<file path="config.mk">
export PLATFORM = sky130hd
export DESIGN_NAME = twl_reg_slave
export DESIGN_NICKNAME = d
export VERILOG_FILES = /design/src/rtl/twl_pkg.sv /design/src/rtl/twl_line_sync.sv /design/src/rtl/twl_bus_events.sv /design/src/rtl/twl_reg_slave.sv
export SDC_FILE = /design/constraint.sdc
export NUM_CORES = 1
export LEC_CHECK = 0
export ABC_AREA = 1
export CORE_MARGIN = 5
export CORE_UTILIZATION = 45
export DETAILED_ROUTE_END_ITERATION = 7
export DONT_BUFFER_PORTS = 1
export GPL_TIMING_DRIVEN = 1
export PLACE_DENSITY = 0.67
export SLEW_MARGIN = 20
export SYNTH_ARGS = -nofsm -noshare
export SYNTH_HDL_FRONTEND = slang
export SYNTH_SLANG_ARGS = --single-unit
export TNS_END_PERCENT = 30
</file>
<file path="constraint.sdc">
create_clock -name clk -period 1.7 [get_ports clk]
set_input_delay 0.255 -clock clk [delete_from_list [all_inputs] [get_ports clk]]
set_output_delay 0.255 -clock clk [all_outputs]
set_load 0.05 [all_outputs]
</file>
<file path="src/rtl/twl_pkg.sv">
package twl_pkg;
    localparam int BYTE_W = 8;
    localparam int PTR_W  = 8;
    localparam int CNT_W  = $clog2(BYTE_W + 1);

    typedef enum logic [3:0] {
        ST_IDLE, ST_ADDR, ST_ADDR_ACK, ST_SUB, ST_SUB_ACK,
        ST_WR, ST_WR_ACK, ST_RD, ST_RD_ACK
    } twl_state_e;

    typedef struct packed {
        twl_state_e          state;
        logic [CNT_W-1:0]    cnt;
        logic [BYTE_W-1:0]   rx;
        logic [BYTE_W-1:0]   tx;
        logic [PTR_W-1:0]    ptr;
        logic [BYTE_W-1:0]   wdata;
        logic                rw;
        logic                oe;
        logic                we;
        logic                re;
    } twl_regs_t;
endpackage

</file>
<file path="src/rtl/twl_line_sync.sv">
module twl_line_sync #(
    parameter int STAGES = 2,
    parameter int W      = 2
) (
    input  logic         clk,
    input  logic         rst_n,
    input  logic [W-1:0] din,
    output logic [W-1:0] dout
);
    logic [W-1:0] stg_q [STAGES];

    genvar g;
    generate
        for (g = 0; g < STAGES; g++) begin : g_stage
            if (g == 0) begin : g_first
                always_ff @(posedge clk or negedge rst_n) begin
                    if (!rst_n) stg_q[0] <= '1;
                    else        stg_q[0] <= din;
                end
            end else begin : g_next
                always_ff @(posedge clk or negedge rst_n) begin
                    if (!rst_n) stg_q[g] <= '1;
                    else        stg_q[g] <= stg_q[g-1];
                end
            end
        end
    endgenerate

    assign dout = stg_q[STAGES-1];
endmodule

</file>
<file path="src/rtl/twl_bus_events.sv">
module twl_bus_events (
    input  logic clk,
    input  logic rst_n,
    input  logic scl_s,
    input  logic sda_s,
    output logic scl_rise,
    output logic scl_fall,
    output logic bus_start,
    output logic bus_stop
);
    logic scl_prev_q, sda_prev_q;

    always_ff @(posedge clk or negedge rst_n) begin
        if (!rst_n) begin
            scl_prev_q <= 1'b1;
            sda_prev_q <= 1'b1;
        end else begin
            scl_prev_q <= scl_s;
            sda_prev_q <= sda_s;
        end
    end

    always_comb begin
        scl_rise  = scl_s & ~scl_prev_q;
        scl_fall  = ~scl_s & scl_prev_q;
        bus_start = scl_s & scl_prev_q & sda_prev_q & ~sda_s;
        bus_stop  = scl_s & scl_prev_q & ~sda_prev_q & sda_s;
    end
endmodule

</file>
<file path="src/rtl/twl_reg_slave.sv">
module twl_reg_slave
    import twl_pkg::*;
#(
    parameter int SYNC_STAGES = 2
) (
    input  logic              clk,
    input  logic              rst_n,
    input  logic [6:0]        dev_addr,
    input  logic              scl_i,
    input  logic              sda_i,
    output logic              sda_oe,
    output logic [PTR_W-1:0]  reg_addr,
    output logic [BYTE_W-1:0] reg_wdata,
    output logic              reg_we,
    output logic              reg_re,
    input  logic [BYTE_W-1:0] reg_rdata
);
    localparam logic [CNT_W-1:0] LAST_BIT = CNT_W'(BYTE_W - 1);
    localparam logic [CNT_W-1:0] FULL     = CNT_W'(BYTE_W);

    logic [1:0] sync_out;
    logic       scl_s, sda_s;
    logic       ev_rise, ev_fall, ev_start, ev_stop;
    twl_regs_t  r_d, r_q;

    twl_line_sync #(.STAGES(SYNC_STAGES), .W(2)) u_sync (
        .clk(clk), .rst_n(rst_n), .din({scl_i, sda_i}), .dout(sync_out)
    );
    assign scl_s = sync_out[1];
    assign sda_s = sync_out[0];

    twl_bus_events u_events (
        .clk(clk), .rst_n(rst_n), .scl_s(scl_s), .sda_s(sda_s),
        .scl_rise(ev_rise), .scl_fall(ev_fall),
        .bus_start(ev_start), .bus_stop(ev_stop)
    );

    always_comb begin
        r_d    = r_q;
        r_d.we = 1'b0;
        r_d.re = 1'b0;
        if (r_q.we) r_d.ptr = r_q.ptr + 1'b1;

        if (ev_start) begin
            r_d.state = ST_ADDR;
            r_d.cnt   = '0;
            r_d.oe    = 1'b0;
        end else if (ev_stop) begin
            r_d.state = ST_IDLE;
            r_d.oe    = 1'b0;
        end else begin
            unique case (r_q.state)
                ST_ADDR, ST_SUB, ST_WR: begin
                    if (ev_rise && r_q.cnt < FULL) begin
                        r_d.rx  = {r_q.rx[BYTE_W-2:0], sda_s};
                        r_d.cnt = r_q.cnt + 1'b1;
                        if (r_q.state == ST_WR && r_q.cnt == LAST_BIT) begin
                            r_d.we    = 1'b1;
                            r_d.wdata = {r_q.rx[BYTE_W-2:0], sda_s};
                        end
                    end else if (ev_fall && r_q.cnt == FULL) begin
                        if (r_q.state == ST_ADDR) begin
                            if (r_q.rx[BYTE_W-1:1] == dev_addr) begin
                                r_d.oe    = 1'b1;
                                r_d.rw    = r_q.rx[0];
                                r_d.re    = r_q.rx[0];
                                r_d.state = ST_ADDR_ACK;
                            end else begin
                                r_d.state = ST_IDLE;
                            end
                        end else if (r_q.state == ST_SUB) begin
                            r_d.ptr   = r_q.rx;
                            r_d.oe    = 1'b1;
                            r_d.state = ST_SUB_ACK;
                        end else begin
                            r_d.oe    = 1'b1;
                            r_d.state = ST_WR_ACK;
                        end
                    end
                end
                ST_ADDR_ACK: begin
                    if (ev_fall) begin
                        r_d.cnt = '0;
                        if (r_q.rw) begin
                            r_d.tx    = reg_rdata;
                            r_d.oe    = ~reg_rdata[BYTE_W-1];
                            r_d.state = ST_RD;
                        end else begin
                            r_d.oe    = 1'b0;
                            r_d.state = ST_SUB;
                        end
                    end
                end
                ST_SUB_ACK, ST_WR_ACK: begin
                    if (ev_fall) begin
                        r_d.oe    = 1'b0;
                        r_d.cnt   = '0;
                        r_d.state = ST_WR;
                    end
                end
                ST_RD: begin
                    if (ev_rise && r_q.cnt < FULL) begin
                        r_d.cnt = r_q.cnt + 1'b1;
                    end else if (ev_fall) begin
                        if (r_q.cnt == FULL) begin
                            r_d.oe    = 1'b0;
                            r_d.ptr   = r_q.ptr + 1'b1;
                            r_d.state = ST_RD_ACK;
                        end else begin
                            r_d.tx = {r_q.tx[BYTE_W-2:0], 1'b0};
                            r_d.oe = ~r_q.tx[BYTE_W-2];
                        end
                    end
                end
                ST_RD_ACK: begin
                    if (ev_rise) begin
                        r_d.rx[0] = sda_s;
                        r_d.re    = ~sda_s;
                    end else if (ev_fall) begin
                        if (r_q.rx[0]) begin
                            r_d.state = ST_IDLE;
                        end else begin
                            r_d.tx    = reg_rdata;
                            r_d.oe    = ~reg_rdata[BYTE_W-1];
                            r_d.cnt   = '0;
                            r_d.state = ST_RD;
                        end
                    end
                end
                default: ;
            endcase
        end
    end

    always_ff @(posedge clk or negedge rst_n) begin
        if (!rst_n) begin
            r_q       <= '0;
            r_q.state <= ST_IDLE;
        end else begin
            r_q <= r_d;
        end
    end

    assign sda_oe    = r_q.oe;
    assign reg_addr  = r_q.ptr;
    assign reg_wdata = r_q.wdata;
    assign reg_we    = r_q.we;
    assign reg_re    = r_q.re;

    // the SDA driver only moves after a detected bus event
    a_r9_oe_after_event: assert property (@(posedge clk) disable iff (!rst_n)
        !$stable(sda_oe) |-> $past(ev_fall || ev_start || ev_stop));

    // a START always leaves the line released
    a_r1_start_releases: assert property (@(posedge clk) disable iff (!rst_n)
        ev_start |=> !sda_oe);

    // write strobe lasts a single cycle
    a_r5_we_single: assert property (@(posedge clk) disable iff (!rst_n)
        reg_we |=> !reg_we);

    // write and read requests never overlap
    a_r5_we_re_apart: assert property (@(posedge clk) disable iff (!rst_n)
        !(reg_we && reg_re));

    // pointer steps by one, wrapping, after each write
    a_r6_ptr_step: assert property (@(posedge clk) disable iff (!rst_n)
        reg_we |=> reg_addr == PTR_W'($past(reg_addr) + 1'b1));
endmodule

</file>
==> impl_metrics.json <==
{
  "dpl_worst_slack_ns": -0.08357,
  "pwr-share-comb": 0.405,
  "grt_overflow_total": 0,
  "setup_violations": 1,
  "hold_viol": 0,
  "cts-root-buf": "clkbuf_8",
  "ant_nets": 0,
  "critPathLaunchType": "flip-flop",
  "clkSinkCount": 49,
  "fin_ws_ns": -0.01212,
  "final_area_um2": 3750,
  "grt_pass1_vias": 2704,
  "drive_gt1_frac": 0.2627,
  "diodes": 0,
  "drc_errors": 0,
  "max_cap_violations": 0,
  "synthFlopType": "dfrtp_1",
  "ir_drop_v": 0.0005903,
  "start_util": 0.4661,
  "synth_edf_count": 0,
  "synth_fp_nets": 460,
  "ys_ff_latch": 49,
  "design.core.area_um2": 6869,
  "fp-row-count": 30,
  "cts_tree": "built",
  "clkLatencyLatePin_ns": 0.31,
  "dieHeight_um": 94.35,
  "leakagePower_uw": 0.001845,
  "p_int_uw": 2414,
  "cts_buffers": 5,
  "worstMarginPinSlew_ns": 0.4876,
  "cp.arrival_ns": 1.90,
  "yosysSeqAreaShare": 0.3853,
  "ys_types": 38,
  "swShare": 0.4081,
  "p_sw_uw": 1664,
  "worst_ep_required_time_ns": 1.89,
  "wl_per_cell_um": 13.36,
  "wl_um": 7589,
  "syn_inst": 438,
  "hpwlAfterDp_um": 5673,
  "area.growth.synth_to_final_pct": 17.12,
  "antenna_found_initial": 0,
  "die_x_um": 94.35,
  "place_inst": 549,
  "yosysWarningCount": 0,
  "drtIter0Drc": 210,
  "port_buffers": 0,
  "synth_area_um2": 3202,
  "cts.clk_slew.worst_paths_ns": 0.10,
  "track_usage": 0.1818,
  "layout_common_cells": "nand2_1, buf_4, dfrtp_1",
  "htreeDepth": 2,
  "viasPerCell": 4.963,
  "stdcell_count": 568,
  "final_common_cell": "nand2_1",
  "vias": 2819,
  "hold_ws_ns": 0.09957,
  "dieArea_um2": 8902,
  "cts_max_path_buffers": 2,
  "powerDensity_nw_per_um2": 1087,
  "outcome": "finished, violations left",
  "period_needed_ns": 1.712,
  "gp_congestion": 0.9161,
  "synth.avg_cell_area_um2": 7.310,
  "violations": "setup timing",
  "reg2reg_slack_ns": -0.01,
  "pwr-share-clk": 0.211,
  "drv_slew": 0,
  "fin_nets": 493,
  "fin_crit_sh": 1.007,
  "path_max_fanout": 6,
  "max_slew_margin": 0.6749,
  "grt_max_degree": 50,
  "cp-end-kind": "flip-flop",
  "fin_skew_ns": 0.01108,
  "final_util": 0.5459,
  "timing.fmax_ghz": 0.5841,
  "seqPwrFrac": 0.384,
  "path_class": "reg -> reg",
  "io_pins": 38,
  "place_area_um2": 3448,
  "firstDrtPassIters": 4,
  "hold_class": "in -> reg",
  "synth-async-reset-ratio": 1.000,
  "grt_pass1_wl_um": 12880,
  "rsz0062_at_grt": "yes"
}
==> critical path, cell delays in order, from the launching register on <==
cell     delay (ns)
dfstp_2        0.54
buf_4          0.11
nand2_2        0.05
nor3_4         0.17
buf_6          0.15
nor2_4         0.05
buf_6          0.12
nand2_1        0.07
nand2_2        0.06
nor2_2         0.18
o21ai_1        0.10
==> registers in the layout, indices dropped and copies added (netlist names) <==
signal and count:
r_q 24, u_events.scl_prev_q 1, reg_addr 8, u_sync.stg_q 2
reg_we 1, reg_re 1, reg_wdata 8, u_events.sda_prev_q 1
u_sync.dout 2, sda_oe 1
==> path summary, 6_finish.rpt <==
check                                          from             endpoint  depth (start not counted)
worst max-delay path            u_events.scl_prev_q              r_q[43]                         10
worst min-delay path                   reg_rdata[0]              r_q[20]                          2
worst max register to register  u_events.scl_prev_q              r_q[43]                         10
worst min register to register      u_sync.stg_q[3]       u_sync.dout[1]                          0
max in group asynchronous                     rst_n  u_events.scl_prev_q                          2
min in group asynchronous                     rst_n         reg_wdata[5]                          2
==> layer usage <==
metal / GRT usage / routed length [µm] / vias to the layer above
met3: 0.04143 / 413 / 14
li1: - / - / 1462
met4: 0.06258 / 161 / 0
met1: 0.2527 / 3567 / 1287
met5: 0 / 0 / -
met2: 0.2784 / 3447 / 56
==> synth_stat cells (4+ instances only) <==
cell type	count	area (µm²)
nand2_1	150	563.0
dfrtp_1	43	1076
inv_1	41	153.9
nand3_1	30	150.1
nor2_1	28	105.1
o21ai_0	27	135.1
buf_4	22	165.2
o21ai_2	15	131.4
o21ai_1	13	65.06
dfstp_2	6	157.7
nand4_1	5	31.28
a21oi_1	4	20.02
inv_2	4	15.01
nor2_2	4	25.02
o211ai_1	4	30.03
==> power by group through the flow <==
stage                     Clock, µW  Combinational, µW  Sequential (µW)
final                           860               1650             1570
after global routing            940               1850             1600
after CTS                       887               1570             1550
after detailed placement          0               1500             1570
after global placement            0               1490             1560
after floorplan                   0               1180             1490
==> logic make-up after synthesis <==
group	after synthesis	share of synthesized area
flip-flops	49	0.3853
multiplexers	1	0.003126
AO/OA/AOI/OAI	70	0.1395
XOR/XNOR	6	0.01642
AND/OR/NAND/NOR	236	0.3263
buffers and inverters	73	0.1176
adder cells (fa/ha/maj)	3	0.01172
==> area by class of cell <==
cell class | count | area [µm²]
Fill cell | 663 | 3119
Multi-Input combinational cell | 316 | 1648
Sequential cell | 49 | 1236
Timing Repair Buffer | 53 | 452.9
Inverter | 46 | 177.7
Tap cell | 96 | 120.1
Clock buffer | 5 | 68.82
Clock inverter | 3 | 46.29
==> stage by stage <==
stage / TNS, ns / power [µW]
finish: -0.01212 / 4078
floorplan: 0 / 2666
detailed placement: -0.6556 / 3077
global route: -1.253 / 4394
global placement: -0.08015 / 3059
CTS: 0 / 4012
==> timing repair <==
item,in CTS,in global routing
hold endpoints to repair,51,0
buffers inserted,4,3
endpoints found under the setup margin,17,33
gates resized for setup,6,27
gates cloned,0,0
hold buffers,4,0
pin swaps,3,7
Note: power is estimated with default switching activity, not from simulation.
